<file path="config.mk">
export PLATFORM = sky130hd
export DESIGN_NAME = e1_rx_event_latch
export DESIGN_NICKNAME = d
export VERILOG_FILES = /design/src/rtl/e1_evt_pkg.sv /design/src/rtl/e1_err_run.sv /design/src/rtl/e1_crc_window.sv /design/src/rtl/e1_frame_timing.sv /design/src/rtl/e1_ts16_zero.sv /design/src/rtl/e1_status_latch.sv /design/src/rtl/e1_rx_event_latch.sv
export SDC_FILE = /design/constraint.sdc
export NUM_CORES = 1
export LEC_CHECK = 0
export ABC_AREA = 1
export BUFFER_PORTS_ARGS = -buffer_cell sky130_fd_sc_hd__buf_2
export CAP_MARGIN = 0
export CORE_ASPECT_RATIO = 1.25
export CORE_MARGIN = 1.5
export CORE_UTILIZATION = 40
export DETAILED_ROUTE_END_ITERATION = 7
export PLACE_DENSITY = 0.68
export SETUP_SLACK_MARGIN = 0.15
export SLEW_MARGIN = 20
export SYNTH_ARGS = -nofsm -noshare
export SYNTH_HDL_FRONTEND = slang
export SYNTH_SLANG_ARGS = --single-unit
</file>
<file path="constraint.sdc">
create_clock -name clk -period 7.7 [get_ports clk]
set_input_delay 0.77 -clock clk [delete_from_list [all_inputs] [get_ports clk]]
set_output_delay 0.77 -clock clk [all_outputs]
set_load 0.01 [all_outputs]
</file>
<file path="src/rtl/e1_evt_pkg.sv">
package e1_evt_pkg;

    localparam int STATUS_W = 8;
    localparam int IRQ_SRC  = 4;

    typedef struct packed {
        logic crc_resync;
        logic cas_resync;
        logic fas_resync;
        logic sig_ones;
        logic sig_zeros;
        logic mf_mark;
        logic align_mark;
    } evt_t;

    localparam int EVT_W = $bits(evt_t);

    function automatic logic [3:0] zero_bits(input logic [7:0] b);
        logic [3:0] n;
        n = 4'd0;
        for (int i = 0; i < 8; i++) begin
            if (!b[i]) n = n + 4'd1;
        end
        return n;
    endfunction

endpackage

</file>
<file path="src/rtl/e1_err_run.sv">
module e1_err_run #(
    parameter int RUN_LEN = 3
) (
    input  logic clk,
    input  logic rst,
    input  logic stb_i,
    input  logic bad_i,
    output logic evt_o
);
    localparam int RW = $clog2(RUN_LEN + 1);
    localparam logic [RW-1:0] LAST = RW'(RUN_LEN - 1);

    logic [RW-1:0] run_q;

    assign evt_o = stb_i && bad_i && (run_q == LAST);

    always_ff @(posedge clk) begin
        if (rst) begin
            run_q <= '0;
        end else if (stb_i) begin
            if (!bad_i || run_q == LAST) run_q <= '0;
            else                         run_q <= run_q + RW'(1);
        end
    end

    // a good word restarts the run
    a_r2_r3_good_word_clears: assert property (@(posedge clk) disable iff (rst)
        (stb_i && !bad_i) |=> (run_q == '0));

endmodule

</file>
<file path="src/rtl/e1_crc_window.sv">
module e1_crc_window #(
    parameter int BLOCK  = 1000,
    parameter int THRESH = 915
) (
    input  logic clk,
    input  logic rst,
    input  logic stb_i,
    input  logic bad_i,
    output logic evt_o
);
    localparam int IW = $clog2(BLOCK);
    localparam int EW = $clog2(BLOCK + 1);
    localparam logic [IW-1:0] LAST = IW'(BLOCK - 1);

    logic [IW-1:0] idx_q;
    logic [EW-1:0] errs_q;
    logic [EW-1:0] errs_nx;
    logic          last;

    assign last    = (idx_q == LAST);
    assign errs_nx = errs_q + EW'(bad_i);
    assign evt_o   = stb_i && last && (errs_nx >= EW'(THRESH));

    always_ff @(posedge clk) begin
        if (rst) begin
            idx_q  <= '0;
            errs_q <= '0;
        end else if (stb_i) begin
            if (last) begin
                idx_q  <= '0;
                errs_q <= '0;
            end else begin
                idx_q  <= idx_q + IW'(1);
                errs_q <= errs_nx;
            end
        end
    end

    // the codeword index wraps after the last codeword of a block
    a_r4_block_wraps: assert property (@(posedge clk) disable iff (rst)
        (stb_i && last) |=> (idx_q == '0 && errs_q == '0));

endmodule

</file>
<file path="src/rtl/e1_frame_timing.sv">
module e1_frame_timing
    import e1_evt_pkg::*;
#(
    parameter int SIG_FRAMES = 16,
    parameter int ONES_LIMIT = 3
) (
    input  logic       clk,
    input  logic       rst,
    input  logic       frame_stb,
    input  logic [7:0] ts16,
    input  logic       crc4_en,
    input  logic       crc_mf_stb,
    output logic       align_o,
    output logic       mf_o,
    output logic       ones_o
);
    localparam int CW = $clog2(SIG_FRAMES);
    localparam int ZW = $clog2(SIG_FRAMES * 8 + 1);
    localparam logic [CW-1:0] LAST = CW'(SIG_FRAMES - 1);

    logic [CW-1:0] fcnt_q;
    logic [ZW-1:0] zacc_q;
    logic [ZW-1:0] ztot;
    logic          par_q;
    logic          blk_end;

    assign blk_end = frame_stb && (fcnt_q == LAST);
    assign ztot    = zacc_q + ZW'(zero_bits(ts16));
    assign align_o = frame_stb && par_q;
    assign ones_o  = blk_end && (ztot < ZW'(ONES_LIMIT));
    assign mf_o    = crc4_en ? crc_mf_stb : blk_end;

    always_ff @(posedge clk) begin
        if (rst) begin
            fcnt_q <= '0;
            zacc_q <= '0;
            par_q  <= 1'b0;
        end else if (frame_stb) begin
            par_q  <= ~par_q;
            fcnt_q <= blk_end ? '0 : fcnt_q + CW'(1);
            zacc_q <= blk_end ? '0 : ztot;
        end
    end

    // align marks never fall on two frames in a row
    a_r8_align_alternates: assert property (@(posedge clk) disable iff (rst)
        align_o |=> !align_o);

    // without CRC-4 the mark only comes from a frame
    a_r7_mf_needs_frame: assert property (@(posedge clk) disable iff (rst)
        (!crc4_en && !frame_stb) |-> !mf_o);

endmodule

</file>
<file path="src/rtl/e1_ts16_zero.sv">
module e1_ts16_zero #(
    parameter int SIG_FRAMES = 16
) (
    input  logic       clk,
    input  logic       rst,
    input  logic       frame_stb,
    input  logic       mf_first,
    input  logic [7:0] ts16,
    output logic       zeros_o
);
    localparam int RW = $clog2(SIG_FRAMES + 1);

    logic [RW-1:0] run_q;
    logic [RW-1:0] run_nx;
    logic          is_zero;

    assign is_zero = (ts16 == 8'h00);

    always_comb begin
        if (mf_first)                    run_nx = is_zero ? RW'(1) : '0;
        else if (run_q != '0 && is_zero) run_nx = run_q + RW'(1);
        else                             run_nx = '0;
    end

    assign zeros_o = frame_stb && (run_nx == RW'(SIG_FRAMES));

    always_ff @(posedge clk) begin
        if (rst)            run_q <= '0;
        else if (frame_stb) run_q <= zeros_o ? '0 : run_nx;
    end

    // a non-zero slot byte breaks the run
    a_r6_nonzero_breaks_run: assert property (@(posedge clk) disable iff (rst)
        (frame_stb && !is_zero) |=> (run_q == '0));

endmodule

</file>
<file path="src/rtl/e1_status_latch.sv">
module e1_status_latch
    import e1_evt_pkg::*;
(
    input  logic                clk,
    input  logic                rst,
    input  evt_t                ev_i,
    input  logic                clr_we,
    input  logic [STATUS_W-1:0] clr_bits,
    input  logic [IRQ_SRC-1:0]  irq_en,
    output logic [STATUS_W-1:0] status_o,
    output logic                irq_o
);
    logic [EVT_W-1:0] q;
    logic [EVT_W-1:0] ev_v;
    logic [EVT_W-1:0] clr_v;

    assign ev_v     = ev_i;
    assign clr_v    = clr_we ? clr_bits[EVT_W-1:0] : '0;
    assign status_o = {{(STATUS_W-EVT_W){1'b0}}, q};
    assign irq_o    = |(q[IRQ_SRC-1:0] & irq_en);

    always_ff @(posedge clk) begin
        if (rst) q <= '0;
        else     q <= (q & ~clr_v) | ev_v;
    end

    // an event is latched even when a clear arrives with it
    a_r9_set_wins: assert property (@(posedge clk) disable iff (rst)
        (ev_v != '0) |=> ((q & $past(ev_v)) == $past(ev_v)));

    // a clear without events removes the selected bits
    a_r9_clear_takes: assert property (@(posedge clk) disable iff (rst)
        (clr_we && ev_v == '0) |=> ((q & $past(clr_bits[EVT_W-1:0])) == '0));

    // with every enable off there is no interrupt
    a_r10_masked_quiet: assert property (@(posedge clk) disable iff (rst)
        (irq_en == '0) |-> !irq_o);

endmodule

</file>
<file path="src/rtl/e1_rx_event_latch.sv">
module e1_rx_event_latch
    import e1_evt_pkg::*;
#(
    parameter int CRC_BLOCK  = 1000,
    parameter int CRC_THRESH = 915,
    parameter int FAS_RUN    = 3,
    parameter int CAS_RUN    = 2,
    parameter int SIG_FRAMES = 16,
    parameter int ONES_LIMIT = 3
) (
    input  logic                clk,
    input  logic                rst,
    input  logic                frame_stb,
    input  logic [7:0]          ts16_byte,
    input  logic                sig_mf_first,
    input  logic                crc_mf_stb,
    input  logic                fas_stb,
    input  logic                fas_bad,
    input  logic                cas_stb,
    input  logic                cas_bad,
    input  logic                crc_stb,
    input  logic                crc_bad,
    input  logic                crc4_en,
    input  logic                clr_we,
    input  logic [STATUS_W-1:0] clr_bits,
    input  logic [IRQ_SRC-1:0]  irq_en,
    output logic [STATUS_W-1:0] status,
    output logic                irq
);
    evt_t ev;

    e1_err_run #(.RUN_LEN(FAS_RUN)) u_fas_run (
        .clk(clk), .rst(rst), .stb_i(fas_stb), .bad_i(fas_bad),
        .evt_o(ev.fas_resync)
    );

    e1_err_run #(.RUN_LEN(CAS_RUN)) u_cas_run (
        .clk(clk), .rst(rst), .stb_i(cas_stb), .bad_i(cas_bad),
        .evt_o(ev.cas_resync)
    );

    e1_crc_window #(.BLOCK(CRC_BLOCK), .THRESH(CRC_THRESH)) u_crc_win (
        .clk(clk), .rst(rst), .stb_i(crc_stb), .bad_i(crc_bad),
        .evt_o(ev.crc_resync)
    );

    e1_frame_timing #(.SIG_FRAMES(SIG_FRAMES), .ONES_LIMIT(ONES_LIMIT)) u_timing (
        .clk(clk), .rst(rst), .frame_stb(frame_stb), .ts16(ts16_byte),
        .crc4_en(crc4_en), .crc_mf_stb(crc_mf_stb),
        .align_o(ev.align_mark), .mf_o(ev.mf_mark), .ones_o(ev.sig_ones)
    );

    e1_ts16_zero #(.SIG_FRAMES(SIG_FRAMES)) u_zero (
        .clk(clk), .rst(rst), .frame_stb(frame_stb), .mf_first(sig_mf_first),
        .ts16(ts16_byte), .zeros_o(ev.sig_zeros)
    );

    e1_status_latch u_latch (
        .clk(clk), .rst(rst), .ev_i(ev), .clr_we(clr_we), .clr_bits(clr_bits),
        .irq_en(irq_en), .status_o(status), .irq_o(irq)
    );

endmodule

</file>
==> impl_metrics.csv, run 1 <==
group,metric,value,unit
clock_network,cts_resized,0,
place,gp_congestion,0.817,
synthesis,synthCells,473,
global_routing,grt_use_total,0.153,
power_and_ir_drop,vdd_drop_max,0.126,mV
clock_network,cts_root_buf,"clkbuf_8",
worst_setup_path,crit_buf_inv,3,
worst_setup_path,arrival,5.11,ns
finish,final_layout_size_suffix_gt1_frac,0.186,
clock_network,h-tree-depth,2,
floorplan,die_x,84.1,um
min_path,hold_start,"u_latch.q[4]",
sta,hold_violations,0,
synthesis,synthesis.area,3290,um^2
synthesis,synth_top_area_frac,0.298,
clock_network,numClockSinks,49,
detailed_routing,vias,3044,
run,max_cap_violations,0,
floorplan,die_y,104,um
min_path,whs_path_depth,2,
sta,timing.final.crit_share,0.634,
synthesis,ys_ff_latch,49,
synthesis,synth_flop_cell,"dfxtp_1",
worst_setup_path,ff2ff_path_depth,9,
worst_setup_path,path_delay_family,"simple AND/OR/NAND/NOR gates",
detailed_routing,wire_per_inst,10.5,um
worst_setup_path,r2r_slack,5.55,ns
place,hpwl,4920,um
clock_network,path_clk_slew,0.09,ns
finish,area_delta_synth_final,11.7,%
min_path,hold_path_end,"u_latch.q[4]",
detailed_routing,drcViolationCount,0,
sta,max_slew_margin,0.507,
worst_setup_path,crit_start,"ts16_byte[0]",
global_routing,antenna_found_initial,0,
clock_network,hold_buffers,0,
sta,tightestPinTransition,0.740,ns
sta,final-setup-viol-count,0,
sta,whs,0.461,ns
finish,fin_nets,564,
detailed_routing,drtIter0Drc,76,
sta,fin_setup_tns,0,ns
sta,period_needed,4.88,ns
finish,fillers,814,
sta,finClkSkew,0.00512,ns
synthesis,ys.warnings.count,0,
worst_setup_path,cpMaxStageDelayCell,"ha_1",
detailed_routing,wl,6380,um
worst_setup_path,worst-endpoint-required,7.93,ns
floorplan,rows,36,
clock_network,clk_path_buf_depth,2,
worst_setup_path,cpPeakStageDelay,0.37,ns
floorplan,fp.dieArea,8780,um^2
place,port-buffer-count,39,
outcome,status,"completed",
floorplan,num_io_pins,42,
synthesis,yosysSeqAreaShare,0.298,
global_routing,grt_overflow,0,
sta,slew_violations,0,
clock_network,cts_tree,"built",
worst_setup_path,crit_path_start_kind,"input pin",
detailed_routing,vias_per_cell,5.02,
worst_setup_path,cp-end-kind,"flop",
global_routing,grt_first_pass_wirelength,11600,um
synthesis,syn_area_per_cell,6.96,um^2
global_routing,grt_pass1_vias,2859,
detailed_routing,postRouteAntennaNets,0,
synthesis,async_flop_share,0,
finish,antenna_cells,0,
sta,rsz0062_at_grt,"no",
worst_setup_path,r2r-end,"u_latch.q[3]",
clock_network,post-cts-setup-buffers,0,
floorplan,initial_core_util,0.417,
floorplan,core-area,7880,um^2
min_path,hold_path.class,"flop to flop",
global_routing,grt_max_degree,40,
synthesis,synth_nets,527,
power_and_ir_drop,p_leak,1.64,nW
worst_setup_path,path_max_fanout,5,
sta,fmax,205,MHz
detailed_routing,first_pass_iters,4,
worst_setup_path,r2r_start,"u_timing.zacc_q[0]",
clock_network,cts_buffers,5,
power_and_ir_drop,power.density,172,nW/um^2
worst_setup_path,path_class,"input pin to flop",
clock_network,clk_latency,0.30,ns
synthesis,synthTopCellsByArea,"dfxtp_1 30%, nand2_1 13%, ha_1 7.6%",
synthesis,synth_top_cell_by_area,"dfxtp_1",
worst_setup_path,crit_top_cell,"nand2_1",
synthesis,synth_edf_count,0,
synthesis,netlist-cell-type-count,48,
## routing by layer
| metal | up-vias | GRT usage | wire length, um |
|---|---|---|---|
| met2 | 50 | 0.291 | 3200 |
| li1 | 1611 | - | - |
| met4 | 0 | 0.0398 | 68 |
| met3 | 6 | 0.0262 | 230 |
| met5 | - | 0 | 0 |
| met1 | 1377 | 0.172 | 2880 |
## power breakdown
part / internal, mW / total, mW / switching [mW]
combinational: 0.0673 / 0.169 / 0.102
sequential: 0.265 / 0.273 / 0.00847
clock: 0.106 / 0.190 / 0.0843
## registers in the layout, summed over array words and instances, names as in the netlist
name / count
u_crc_win.idx_q: 10
u_latch.q: 7
u_zero.run_q: 5
u_fas_run.run_q: 2
u_timing.par_q: 1
u_timing.zacc_q: 8
u_crc_win.errs_q: 10
u_cas_run.run_q: 2
u_timing.fcnt_q: 4
## cell type report
| class | count | area [um^2] | share of cell area |
|---|---|---|---|
| clock buffers | 7 | 86.3 | 0.0235 |
| clock inverters | 1 | 30.0 | 0.00817 |
| inverters | 56 | 216 | 0.0589 |
| multi-input cells | 359 | 2050 | 0.557 |
| flip-flops and latches | 49 | 981 | 0.267 |
| well taps | 95 | 119 | 0.0323 |
| repair buffers | 39 | 195 | 0.0531 |
## worst max path at each step
stage / depth (start not counted) / end
after floorplan: 27 / u_timing.zacc_q[5]
after global placement: 29 / u_latch.q[3]
after detailed placement: 29 / u_latch.q[3]
after CTS: 29 / u_latch.q[3]
after global routing: 29 / u_latch.q[3]
final: 29 / u_latch.q[3]
## logic make-up after synthesis
| family | count (synthesis) | share of synthesized area |
|---|---|---|
| flip-flops | 49 | 0.298 |
| XOR/XNOR | 20 | 0.0589 |
| other | 1 | 0.00114 |
| AO/OA/AOI/OAI | 64 | 0.109 |
| buffers and inverters | 65 | 0.0795 |
| AND/OR/NAND/NOR | 253 | 0.371 |
| adder cells (fa/ha/maj) | 21 | 0.0821 |
## Yosys cell counts, types with 9 or more instances
library cell	count
nor2_1	48
inv_1	46
nand2_1	112
ha_1	20
a21oi_1	36
nand3_1	29
dfxtp_1	49
nand2_2	15
xor2_1	14
nand4_1	9
nor3_1	9
o21ai_0	11
## cell usage in the layout (no fill, tap or decap), types with 11 or more instances in the layout
master   netlist  layout
ha_1          20      20
inv_1         46      46
nand2_1      112     112
nand3_1       29      29
nand2_2       15      15
dfxtp_1       49      49
o21ai_0       11      11
a21oi_1       36      36
buf_2          0      39
xor2_1        14      14
nor2_1        48      48
## worst min-delay path, delay by kind of cell (launching register included)
family,cells,cell delay [ns]
compound gates,1,0.05
simple gates,1,0.06
flops,1,0.31
## through the flow
step	cells	worst slack, ns	cell area, um^2	total power [mW]	util
floorplan	473	3.05	3290	0.411	-
global placement	598	2.61	3560	0.444	0.452
detailed placement	598	2.55	3560	0.449	0.452
CTS	606	2.82	3680	0.641	0.466
global route	606	2.42	3680	0.675	0.466
finish	606	2.82	3680	0.633	0.466
Power figures use the tool's default switching activity.
==> run 2, diff against run 1 <==
--- a/config.mk
+++ b/config.mk
@@ -12,7 +12,7 @@
 export CORE_MARGIN = 1.5
 export CORE_UTILIZATION = 40
 export DETAILED_ROUTE_END_ITERATION = 7
-export PLACE_DENSITY = 0.68
+export PLACE_DENSITY = 0.7
 export SETUP_SLACK_MARGIN = 0.15
 export SLEW_MARGIN = 20
 export SYNTH_ARGS = -nofsm -noshare
==> constraint.sdc (replaced) <==
create_clock -name clk -period 4.43 [get_ports clk]
set_input_delay 0.443 -clock clk [delete_from_list [all_inputs] [get_ports clk]]
set_output_delay 0.443 -clock clk [all_outputs]
set_load 0.01 [all_outputs]
==> run 2 against run 1 <==
Effect of this change: count of clock-buffer cells in the layout fell by 1; die area did not move; global-route usage rose by 0.53 points; clock skew rose by 0.0017 ns; worst setup slack got worse by 2.5 ns; critical path type unchanged.
==> impl_metrics.csv, run 2 (synthesis results as in run 1) <==
group,metric,value,unit
place,gp_congestion,0.807,
detailed_routing,first_pass_iters,5,
sta,period_needed,4.13,ns
worst_setup_path,worst-endpoint-required,4.67,ns
floorplan,num_io_pins,42,
power_and_ir_drop,p_leak,1.74,nW
clock_network,numClockSinks,49,
detailed_routing,drcViolationCount,0,
clock_network,clk_path_buf_depth,2,
clock_network,cts_buffers,5,
worst_setup_path,cpMaxStageDelayCell,"ha_1",
detailed_routing,wl,6840,um
detailed_routing,vias_per_cell,4.96,
clock_network,cts_tree,"built",
floorplan,fp.dieArea,8780,um^2
global_routing,grt_first_pass_wirelength,11800,um
place,port-buffer-count,39,
outcome,status,"completed",
worst_setup_path,arrival,4.37,ns
finish,fin_nets,583,
finish,final_layout_size_suffix_gt1_frac,0.266,
global_routing,antenna_found_initial,0,
finish,layout_common_cells,"106 x nand2_1, 49 x dfxtp_1, 48 x nor2_1",
clock_network,path_clk_slew,0.09,ns
sta,slew_violations,0,
place,dp_slack,-0.101,ns
floorplan,die_y,104,um
sta,whs,0.357,ns
floorplan,core-area,7880,um^2
detailed_routing,postRouteAntennaNets,0,
global_routing,grt_max_degree,40,
finish,top_regs,"u_crc_win.errs_q (10), u_crc_win.idx_q (10), u_timing.zacc_q (8)",
finish,fillers,796,
global_routing,grt_pass1_vias,2962,
worst_setup_path,path_class,"input pin to flop",
min_path,hold_path.class,"input pin to flop",
sta,fmax,242,MHz
detailed_routing,drtIter0Drc,68,
sta,max_slew_margin,0.500,
floorplan,die_x,84.1,um
sta,finClkSkew,0.00686,ns
finish,antenna_cells,0,
run,max_cap_violations,0,
floorplan,initial_core_util,0.417,
worst_setup_path,cpPeakStageDelay,0.26,ns
sta,hold_violations,0,
finish,area_delta_synth_final,19.5,%
power_and_ir_drop,vdd_drop_max,0.161,mV
place,hpwl,5100,um
sta,tightestPinTransition,0.750,ns
detailed_routing,wire_per_inst,10.9,um
finish,final_common_cell,"nand2_1",
detailed_routing,vias,3097,
clock_network,h-tree-depth,2,
worst_setup_path,crit_path_start_kind,"input pin",
sta,final-setup-viol-count,0,
global_routing,grt_use_total,0.158,
power_and_ir_drop,power.density,284,nW/um^2
worst_setup_path,path_max_fanout,2,
sta,rsz0062_at_grt,"no",
worst_setup_path,crit_top_cell,"nand3_2",
sta,layout_setup_ws,0.302,ns
global_routing,grt_overflow,0,
floorplan,rows,36,
clock_network,cts_root_buf,"clkbuf_8",
sta,timing.final.crit_share,0.932,
clock_network,clk_latency,0.30,ns
worst_setup_path,cp-end-kind,"flop",
-- run 2: timing repair --
item                       in CTS  in global routing
buffers inserted                0                  4
setup endpoints to repair       0                  4
resized for setup               0                 30
hold buffers                    0                  0
-- run 2: where the power goes --
part | switching, mW | internal (mW)
sequential | 0.0152 | 0.460
combinational | 0.210 | 0.174
clock | 0.149 | 0.110
-- run 2: path summary, 6_finish.rpt --
path,startpoint,cells after the start,slack (ns),end
hold reg to reg,u_latch.q[4],2,0.46,u_latch.q[4]
setup reg to reg,u_crc_win.errs_q[0],11,2.44,u_latch.q[6]
hold / removal,cas_stb,2,0.36,u_cas_run.run_q[0]
setup / recovery,ts16_byte[0],29,0.30,u_latch.q[3]
-- run 2: worst max-delay path, delay by kind of cell --
kind                     cells  cell delay, ns
adder cells (fa/ha/maj)      5            0.96
AO/OA/AOI/OAI                5            0.67
XOR/XNOR                     1            0.17
AND/OR/NAND/NOR             14            1.69
buffers and inverters        4            0.41
-- run 2: metrics by stage --
step / cell area, um^2 / setup TNS, ns / utilization / cells / power, mW
global placement: 3680 / -0.0649 / 0.467 / 613 / 0.796
CTS: 3770 / 0 / 0.478 / 621 / 1.07
detailed placement: 3680 / -0.196 / 0.467 / 613 / 0.809
floorplan: 3300 / 0 / - / 473 / 0.716
finish: 3930 / 0 / 0.499 / 625 / 1.12
global route: 3930 / 0 / 0.499 / 625 / 1.19
-- run 2: area by class of cell --
class                      count  area [um^2]  area share
sequential                    49          981       0.250
tap                           95          119      0.0302
timing repair buffer          58          338      0.0859
multi-input combinational    359         2190       0.558
inverter                      56          216      0.0551
clock buffer                   6         72.6      0.0185
clock inverter                 2         10.0     0.00255
-- run 2: per-layer routing --
metal / GRT usage / vias to the layer above / wire (um)
met2: 0.307 / 40 / 3580
met3: 0.0262 / 7 / 219
met4: 0.0457 / 0 / 75
met1: 0.172 / 1403 / 2970
li1: - / 1647 / -
met5: 0 / - / 0
